<file path="config.mk">
export PLATFORM = sky130hd
export DESIGN_NAME = trig_supervisor
export DESIGN_NICKNAME = d
export VERILOG_FILES = /design/src/rtl/trig_pkg.sv /design/src/rtl/trig_window.sv /design/src/rtl/trig_prescaler.sv /design/src/rtl/trig_event_fsm.sv /design/src/rtl/trig_supervisor.sv
export SDC_FILE = /design/constraint.sdc
export NUM_CORES = 1
export LEC_CHECK = 0
export BUFFER_PORTS_ARGS = -buffer_cell sky130_fd_sc_hd__buf_4
export CORE_ASPECT_RATIO = 1.4
export CORE_UTILIZATION = 55
export CTS_CLUSTER_SIZE = 24
export DETAILED_ROUTE_END_ITERATION = 10
export PLACE_DENSITY = 0.84
export SYNTH_ARGS = -nofsm -noshare
export SYNTH_HDL_FRONTEND = slang
export SYNTH_HIERARCHICAL = 1
export SYNTH_SLANG_ARGS = --single-unit
</file>
<file path="constraint.sdc">
create_clock -name clk_i -period 3.5 [get_ports clk_i]
set_clock_uncertainty 0.1 [all_clocks]
set_input_delay 0.35 -clock clk_i [delete_from_list [all_inputs] [get_ports clk_i]]
set_output_delay 0.35 -clock clk_i [all_outputs]
set_load 0.02 [all_outputs]
</file>
<file path="src/rtl/trig_pkg.sv">
package trig_pkg;
  localparam int NUM_RAW = 6;
  localparam int NUM_WIN = NUM_RAW + 1;  // raw inputs plus second CER level
  localparam int NUM_SRC = 11;
  localparam int NUM_PS  = 10;

  // window indices
  localparam int W_COSMIC = 0;
  localparam int W_CLK    = 1;
  localparam int W_S0     = 2;
  localparam int W_S1     = 3;
  localparam int W_S2M    = 4;
  localparam int W_CER    = 5;
  localparam int W_CER2   = 6;

  // scaled source indices (pattern bit = NUM_RAW + index)
  localparam int S_S2M_NCER = 0;
  localparam int S_S2M_CER2 = 1;
  localparam int S_S2M_CER  = 2;
  localparam int S_S1_CER   = 3;
  localparam int S_S1_S2M   = 4;
  localparam int S_S0_CER   = 5;
  localparam int S_S0_S2M   = 6;
  localparam int S_S0_S1    = 7;
  localparam int S_SW       = 8;
  localparam int S_COSMIC   = 9;
  localparam int S_CLK      = 10;

  localparam int ADDR_GATE = NUM_PS;
  localparam int ADDR_AUTO = NUM_PS + 1;

  typedef enum logic [1:0] {EV_IDLE, EV_COLLECT, EV_BUSY} ev_state_e;

  // prescale channel serving each source; -1 means unscaled
  function automatic int src_ps_chan(input int src);
    case (src)
      S_S2M_NCER: return 2;
      S_S2M_CER2: return 9;
      S_S2M_CER:  return 8;
      S_S1_CER:   return 7;
      S_S1_S2M:   return 6;
      S_S0_CER:   return 5;
      S_S0_S2M:   return 4;
      S_S0_S1:    return 3;
      S_COSMIC:   return 1;
      S_CLK:      return 0;
      default:    return -1;
    endcase
  endfunction
endpackage

</file>
<file path="src/rtl/trig_window.sv">
module trig_window #(
  parameter int GATE_W = 8
) (
  input  logic              clk_i,
  input  logic              rst_ni,
  input  logic              in_i,
  input  logic [GATE_W-1:0] gate_i,
  output logic              open_o
);
  logic              in_q;
  logic [GATE_W-1:0] cnt_q;

  always_ff @(posedge clk_i or negedge rst_ni) begin
    if (!rst_ni) begin
      in_q  <= 1'b0;
      cnt_q <= '0;
    end else begin
      in_q <= in_i;
      if (in_i && !in_q)   cnt_q <= gate_i;
      else if (cnt_q != 0) cnt_q <= cnt_q - 1'b1;
    end
  end

  assign open_o = (cnt_q != '0);
endmodule

</file>
<file path="src/rtl/trig_prescaler.sv">
module trig_prescaler #(
  parameter int PS_W = 4
) (
  input  logic            clk_i,
  input  logic            rst_ni,
  input  logic [PS_W-1:0] setting_i,
  input  logic            clear_i,
  input  logic            occ_i,
  output logic            pass_o
);
  localparam int DIV_W = (2 ** PS_W) - 2;

  logic [DIV_W-1:0] cnt_q;
  logic [DIV_W-1:0] reload;
  logic [DIV_W:0]   span;
  logic [DIV_W:0]   span_m1;
  logic             enabled;

  assign enabled = (setting_i != '0);

  always_comb begin
    span    = {{DIV_W{1'b0}}, 1'b1} << (setting_i - 1'b1);
    span_m1 = span - 1'b1;
    reload  = (setting_i <= PS_W'(1)) ? '0 : span_m1[DIV_W-1:0];
  end

  always_ff @(posedge clk_i or negedge rst_ni) begin
    if (!rst_ni) begin
      cnt_q <= '0;
    end else if (clear_i) begin
      cnt_q <= '0;
    end else if (occ_i && enabled) begin
      if (cnt_q == '0) cnt_q <= reload;
      else             cnt_q <= cnt_q - 1'b1;
    end
  end

  assign pass_o = occ_i && enabled && (cnt_q == '0);
endmodule

</file>
<file path="src/rtl/trig_event_fsm.sv">
module trig_event_fsm
  import trig_pkg::*;
#(
  parameter int GATE_W = 8,
  parameter int PAT_W  = 32
) (
  input  logic               clk_i,
  input  logic               rst_ni,
  input  logic [NUM_RAW-1:0] raw_i,
  input  logic [NUM_SRC-1:0] pass_i,
  input  logic [NUM_SRC-1:0] auto_i,
  input  logic [GATE_W-1:0]  gate_i,
  input  logic               ack_i,
  output logic               trig_o,
  output logic               busy_o,
  output logic [PAT_W-1:0]   pattern_o
);
  ev_state_e          state_q;
  logic [GATE_W-1:0]  cnt_q;
  logic [NUM_SRC-1:0] src_acc_q, src_nxt;
  logic [NUM_RAW-1:0] raw_acc_q, raw_nxt;
  logic               auto_hit, span_done;

  function automatic logic [PAT_W-1:0] pack(input logic [NUM_SRC-1:0] src,
                                            input logic [NUM_RAW-1:0] raw);
    logic [PAT_W-1:0] w;
    w = '0;
    w[NUM_RAW-1:0]       = raw;
    w[NUM_RAW+:NUM_SRC]  = src;
    return w;
  endfunction

  assign src_nxt   = src_acc_q | pass_i;
  assign raw_nxt   = raw_acc_q | raw_i;
  assign auto_hit  = |(pass_i & auto_i);
  assign span_done = (cnt_q <= GATE_W'(1));

  always_ff @(posedge clk_i or negedge rst_ni) begin
    if (!rst_ni) begin
      state_q   <= EV_IDLE;
      cnt_q     <= '0;
      src_acc_q <= '0;
      raw_acc_q <= '0;
      trig_o    <= 1'b0;
      pattern_o <= '0;
    end else begin
      trig_o <= 1'b0;
      unique case (state_q)
        EV_IDLE: begin
          if (|pass_i) begin
            if (auto_hit) begin
              trig_o    <= 1'b1;
              pattern_o <= pack(pass_i, raw_i);
              state_q   <= EV_BUSY;
            end else begin
              cnt_q     <= gate_i;
              src_acc_q <= pass_i;
              raw_acc_q <= raw_i;
              state_q   <= EV_COLLECT;
            end
          end
        end
        EV_COLLECT: begin
          if (auto_hit || span_done) begin
            trig_o    <= 1'b1;
            pattern_o <= pack(src_nxt, raw_nxt);
            state_q   <= EV_BUSY;
          end else begin
            cnt_q     <= cnt_q - 1'b1;
            src_acc_q <= src_nxt;
            raw_acc_q <= raw_nxt;
          end
        end
        EV_BUSY: begin
          if (ack_i) state_q <= EV_IDLE;
        end
        default: state_q <= EV_IDLE;
      endcase
    end
  end

  assign busy_o = (state_q == EV_BUSY);
endmodule

</file>
<file path="src/rtl/trig_supervisor.sv">
module trig_supervisor
  import trig_pkg::*;
#(
  parameter int GATE_W   = 8,
  parameter int PS_W     = 4,
  parameter int CFG_AW   = 4,
  parameter int CFG_DW   = 16,
  parameter int PAT_W    = 32,
  parameter int GATE_RST = 14
) (
  input  logic               clk_i,
  input  logic               rst_ni,
  input  logic [NUM_RAW-1:0] det_i,
  input  logic               cer2_i,
  input  logic               sw_trig_i,
  input  logic               cfg_we_i,
  input  logic [CFG_AW-1:0]  cfg_addr_i,
  input  logic [CFG_DW-1:0]  cfg_wdata_i,
  input  logic               ack_i,
  output logic               trig_o,
  output logic               busy_o,
  output logic [PAT_W-1:0]   pattern_o
);
  logic [PS_W-1:0]    ps_set [NUM_PS];
  logic [NUM_PS-1:0]  ps_clr;
  logic [GATE_W-1:0]  gate_q;
  logic [NUM_SRC-1:0] auto_q;
  logic [NUM_WIN-1:0] win_in, win_open;
  logic               sw_q;
  logic [NUM_SRC-1:0] lvl, lvl_q, occ, pass;

  // configuration registers
  for (genvar k = 0; k < NUM_PS; k++) begin : g_ps_reg
    assign ps_clr[k] = cfg_we_i && (cfg_addr_i == CFG_AW'(k));
    always_ff @(posedge clk_i or negedge rst_ni) begin
      if (!rst_ni)       ps_set[k] <= '0;
      else if (ps_clr[k]) ps_set[k] <= cfg_wdata_i[PS_W-1:0];
    end
  end

  always_ff @(posedge clk_i or negedge rst_ni) begin
    if (!rst_ni) begin
      gate_q <= GATE_W'(GATE_RST);
      auto_q <= '0;
    end else if (cfg_we_i) begin
      if (cfg_addr_i == CFG_AW'(ADDR_GATE)) gate_q <= cfg_wdata_i[GATE_W-1:0];
      if (cfg_addr_i == CFG_AW'(ADDR_AUTO)) auto_q <= cfg_wdata_i[NUM_SRC-1:0];
    end
  end

  // coincidence windows
  assign win_in = {cer2_i, det_i};

  for (genvar w = 0; w < NUM_WIN; w++) begin : g_win
    trig_window #(.GATE_W(GATE_W)) u_win (
      .clk_i  (clk_i),
      .rst_ni (rst_ni),
      .in_i   (win_in[w]),
      .gate_i (gate_q),
      .open_o (win_open[w])
    );
  end

  // source levels
  always_comb begin
    lvl             = '0;
    lvl[S_S2M_NCER] = win_open[W_S2M] && !win_open[W_CER];
    lvl[S_S2M_CER2] = win_open[W_S2M] && win_open[W_CER2];
    lvl[S_S2M_CER]  = win_open[W_S2M] && win_open[W_CER];
    lvl[S_S1_CER]   = win_open[W_S1]  && win_open[W_CER];
    lvl[S_S1_S2M]   = win_open[W_S1]  && win_open[W_S2M];
    lvl[S_S0_CER]   = win_open[W_S0]  && win_open[W_CER];
    lvl[S_S0_S2M]   = win_open[W_S0]  && win_open[W_S2M];
    lvl[S_S0_S1]    = win_open[W_S0]  && win_open[W_S1];
    lvl[S_SW]       = sw_q;
    lvl[S_COSMIC]   = win_open[W_COSMIC];
    lvl[S_CLK]      = win_open[W_CLK];
  end

  always_ff @(posedge clk_i or negedge rst_ni) begin
    if (!rst_ni) begin
      sw_q  <= 1'b0;
      lvl_q <= '0;
    end else begin
      sw_q  <= sw_trig_i;
      lvl_q <= lvl;
    end
  end

  assign occ = lvl & ~lvl_q;

  // per-source prescaling
  for (genvar s = 0; s < NUM_SRC; s++) begin : g_src
    localparam int CH = src_ps_chan(s);
    if (CH < 0) begin : g_direct
      assign pass[s] = occ[s];
    end else begin : g_scaled
      trig_prescaler #(.PS_W(PS_W)) u_ps (
        .clk_i     (clk_i),
        .rst_ni    (rst_ni),
        .setting_i (ps_set[CH]),
        .clear_i   (ps_clr[CH]),
        .occ_i     (occ[s]),
        .pass_o    (pass[s])
      );
    end
  end

  trig_event_fsm #(.GATE_W(GATE_W), .PAT_W(PAT_W)) u_ev (
    .clk_i     (clk_i),
    .rst_ni    (rst_ni),
    .raw_i     (win_open[NUM_RAW-1:0]),
    .pass_i    (pass),
    .auto_i    (auto_q),
    .gate_i    (gate_q),
    .ack_i     (ack_i),
    .trig_o    (trig_o),
    .busy_o    (busy_o),
    .pattern_o (pattern_o)
  );
endmodule

</file>
==> results.sh <==
export IMPL_status="completed"
export IMPL_post_route_util=0.619
export IMPL_power_frac_seq=0.371
export IMPL_worstSkewPairLatency_ps=540
export IMPL_cts_sinks=319
export IMPL_portBuffers=45
export IMPL_syn_inst=2462
export IMPL_crit_required_ps=3820
export IMPL_cpPeakStageDelay_ps=430
export IMPL_dpl_cell_count=3003
export IMPL_cts_inserted_buffers=34
export IMPL_arrival_ps=3720
export IMPL_max_freq_mhz=294
export IMPL_clkTransAtPathRegs_ps=60
export IMPL_synth_top_family_by_area="simple AND/OR/NAND/NOR gates"
export IMPL_synth_area_per_cell_um2=8.91
export IMPL_fin_crit_ps=3400
export IMPL_crit_chain="inv_1 -> ha_1 -> nor3b_4 -> nand2_2 -> and2_1 -> nor2b_1 -> nand2_4 -> nor2_1 -> a222oi_1 -> buf_4 -> inv_1 -> a311oi_4 -> and2_4 -> mux2_2"
export IMPL_num_vias=20300
export IMPL_critPathTopFamily="simple AND/OR/NAND/NOR gates"
export IMPL_synth_compound_area_share=0.226
export IMPL_drive_gt1_frac=0.162
export IMPL_grt_pass1_wl_um=95700
export IMPL_synth_edf_count=0
export IMPL_fin_crit_sh=0.971
export IMPL_irDropWorstVdd_mv=0.452
export IMPL_ctsLongestPathBuffers=3
export IMPL_drv_slew=0
export IMPL_setup_viol=0
export IMPL_cp_common_cell="inv_1"
export IMPL_grt_met1_usage=0.353
export IMPL_r2r_start="g_win[5].u_win/cnt_q[0]$_DFFE_PN0P_"
export IMPL_end_kind="flip-flop"
export IMPL_internal_power_mw=9.28
export IMPL_vias_per_cell=6.57
export IMPL_yosysUniqueCellTypes=90
export IMPL_synthMuxAreaShare=0.0485
export IMPL_ys_seq_area_frac=0.364
export IMPL_grt_ovfl_total=0
export IMPL_instances_no_fill=3083
export IMPL_swShare=0.403
export IMPL_dr_first_iter_drc_count=2126
export IMPL_crit_fanout=7
export IMPL_synth_simple_area_share=0.255
export IMPL_holdCritStartpoint="ack_i"
export IMPL_antenna_cells=0
export IMPL_die_x_um=171
export IMPL_p_leak_nw=9.57
export IMPL_worst_slew_pin_slew_ps=1110
export IMPL_yosys_register_bits=319
export IMPL_cpMaxStageDelayCell="dfrtp_1"
export IMPL_startpoint_type="flip-flop"
export IMPL_syn_cell_area_mm2=0.0219
export IMPL_die_area_mm2=0.0407
export IMPL_track_usage=0.287
export IMPL_clk_root_buffer_cell="clkbuf_16"
export IMPL_synth_adder_area_share=0.0434
export IMPL_worst_hold_path_type="in -> reg"
export IMPL_grt_pass1_vias=19200
export IMPL_grt_busiest_layer="met2"
export IMPL_grt_max_degree=97
export IMPL_power_frac_comb=0.385
export IMPL_use_met2=0.490
export IMPL_cp_startpoint="g_win[5].u_win/cnt_q[0]$_DFFE_PN0P_"
export IMPL_die_y_um=238
export IMPL_dp_hpwl_um=40100
export IMPL_ys_warn_count=6
export IMPL_drc_errors=0
export IMPL_antenna_found_initial=1
export IMPL_row_count=86
export IMPL_synth_main_ff_cell="dfrtp_1"
export IMPL_synthXorXnorAreaFrac=0.00439
export IMPL_cap_violations=0
export IMPL_critPathKind="reg -> reg"
export IMPL_path_buf_inv=3
export IMPL_htreeDepth=2
export IMPL_routed_wl_um=58100
export IMPL_wl_per_cell_um=18.8
export IMPL_boundaryPins=66
export IMPL_area_delta_synth_final_pct=11.2
export IMPL_power_density_mw_per_mm2=638
export IMPL_power_switching_mw=6.27
export IMPL_finalHoldViolCount=0
export IMPL_grt_util_met3=0.0373
export IMPL_start_util=0.557
export IMPL_cts_tree="yes"
export IMPL_gp_congestion=0.974
export IMPL_drt_pass1_iterations=8
export IMPL_async_flop_share=1.00
export IMPL_layout_nets=2638
export IMPL_ant_nets=0
export IMPL_power_frac_clock=0.244
export IMPL_coreArea_mm2=0.0394
export IMPL_slew_headroom=0.255
-- Yosys cell counts (all sizes together) (61+ instances only) --
| library cell | n | area share |
|---|---|---|
| a21oi | 257 | 0.059 |
| nor3 | 122 | 0.038 |
| inv | 109 | 0.019 |
| buf | 103 | 0.032 |
| a31oi | 68 | 0.019 |
| dfrtp | 316 | 0.36 |
| nand2 | 156 | 0.029 |
| mux2 | 61 | 0.032 |
| o21ai | 114 | 0.026 |
| ha | 76 | 0.043 |
| nor2 | 214 | 0.037 |
| nand3 | 66 | 0.016 |
-- routing by layer --
layer	wire (um)	vias to the layer above
met5	16	-
met4	2740	2
met3	3400	217
met2	28900	827
met1	23000	9832
li1	-	9377
-- worst paths after layout --
check	slack, ps	endpoint	cells after the start
min in group asynchronous	300	g_src[2].g_scaled.u_ps/cnt_q[9]$_DFFE_PN0P_	2
max in group asynchronous	1970	g_win[0].u_win/cnt_q[0]$_DFFE_PN0P_	3
setup reg to reg	100	u_ev/cnt_q[3]$_DFFE_PN0P_	14
setup / recovery	100	u_ev/cnt_q[3]$_DFFE_PN0P_	14
hold reg to reg	340	lvl_q[8]$_DFF_PN0_	0
hold / removal	80	u_ev/state_q[1]$_DFFE_PN0P_	3
-- worst min-delay path, stage by stage --
cell    delay, ps
buf_4          80
inv_1          70
a21o_1        170
-- stage by stage --
step	power (mW)	hold slack, ps	cell area [um^2]	setup TNS [ps]	setup slack, ps
6_report	15.6	76.3	24400	0	101
3_5_place_dp	11.6	320	23000	-3240	-232
3_3_place_gp	11.2	313	23000	0	38.0
5_1_grt	16.5	62.6	24400	-93.1	-22.1
2_1_floorplan	9.98	-45.6	22000	0	26.3
4_1_cts	15.5	49.3	24300	0	2.48
-- cell usage in the layout, fill, tap and decap left out, types with 15 or more instances in the layout --
| cell | count |
|---|---|
| dfrtp_1 | 316 |
| a21oi_1 | 254 |
| nor2_1 | 213 |
| buf_4 | 150 |
| nand2_1 | 145 |
| o21ai_0 | 112 |
| inv_1 | 109 |
| nor3_1 | 97 |
| ha_1 | 76 |
| a31oi_1 | 68 |
| nand3_1 | 64 |
| mux2_2 | 57 |
| o31ai_1 | 49 |
| a211oi_1 | 44 |
| or4_1 | 38 |
| clkbuf_16 | 37 |
| nor4_1 | 37 |
| mux2i_1 | 36 |
| o211ai_1 | 32 |
| and2_1 | 29 |
| nor2b_1 | 29 |
| nand2b_1 | 27 |
| or3_1 | 26 |
| nor4b_1 | 25 |
| o21bai_1 | 24 |
| a22o_1 | 24 |
| nand4_1 | 20 |
| o2111ai_1 | 17 |
| o41ai_1 | 16 |
| dlygate4sd3_1 | 16 |
| nor3_4 | 15 |
| conb_1 | 15 |
-- power by group through the flow --
stage	clock [mW]	combinational (mW)	sequential, mW
after detailed placement	0	5.80	5.76
after global routing	4.02	6.61	5.88
after global placement	0	5.53	5.69
final	3.80	5.99	5.76
after CTS	3.85	5.90	5.71
after floorplan	0	4.50	5.48
-- area by class of cell --
class	count	area, um^2
Sequential cell	319	7990
Clock buffer	46	1000
Tap cell	528	661
Timing Repair Buffer	171	1380
Fill cell	3290	15000
Multi-Input combinational cell	1895	12800
Inverter	109	409
Clock inverter	15	164
-- state kept, by name, indices dropped and copies added, names as in the netlist --
| signal | flops |
|---|---|
| g_win.u_win/cnt_q | 56 |
| auto_q | 11 |
| gate_q | 8 |
| g_win.u_win/in_q | 7 |
| g_src.g_scaled.u_ps/cnt_q | 140 |
| u_ev/state_q | 2 |
| sw_q | 1 |
| lvl_q | 11 |
| u_ev/trig_o | 1 |
| ps_set | 40 |
| u_ev/src_acc_q | 11 |
| u_ev/raw_acc_q | 6 |
| u_ev/pattern_o | 17 |
| u_ev/cnt_q | 8 |
-- cell families after synthesis --
group,Yosys count
fa+ha+maj,76
other cells,1
flops,319
buf+inv,262
xor+xnor,11
mux,97
simple gates,931
compound gates,765
-- timing repair --
item / 4_1_cts / 5_1_grt
setup buffers: 2 / 1
pin swaps: 1 / 1
endpoints found under the hold margin: 108 / 0
gates resized for setup: 0 / 10
setup endpoints to repair: 19 / 43
hold buffers: 16 / 0
(Power assumes the default switching activity.)
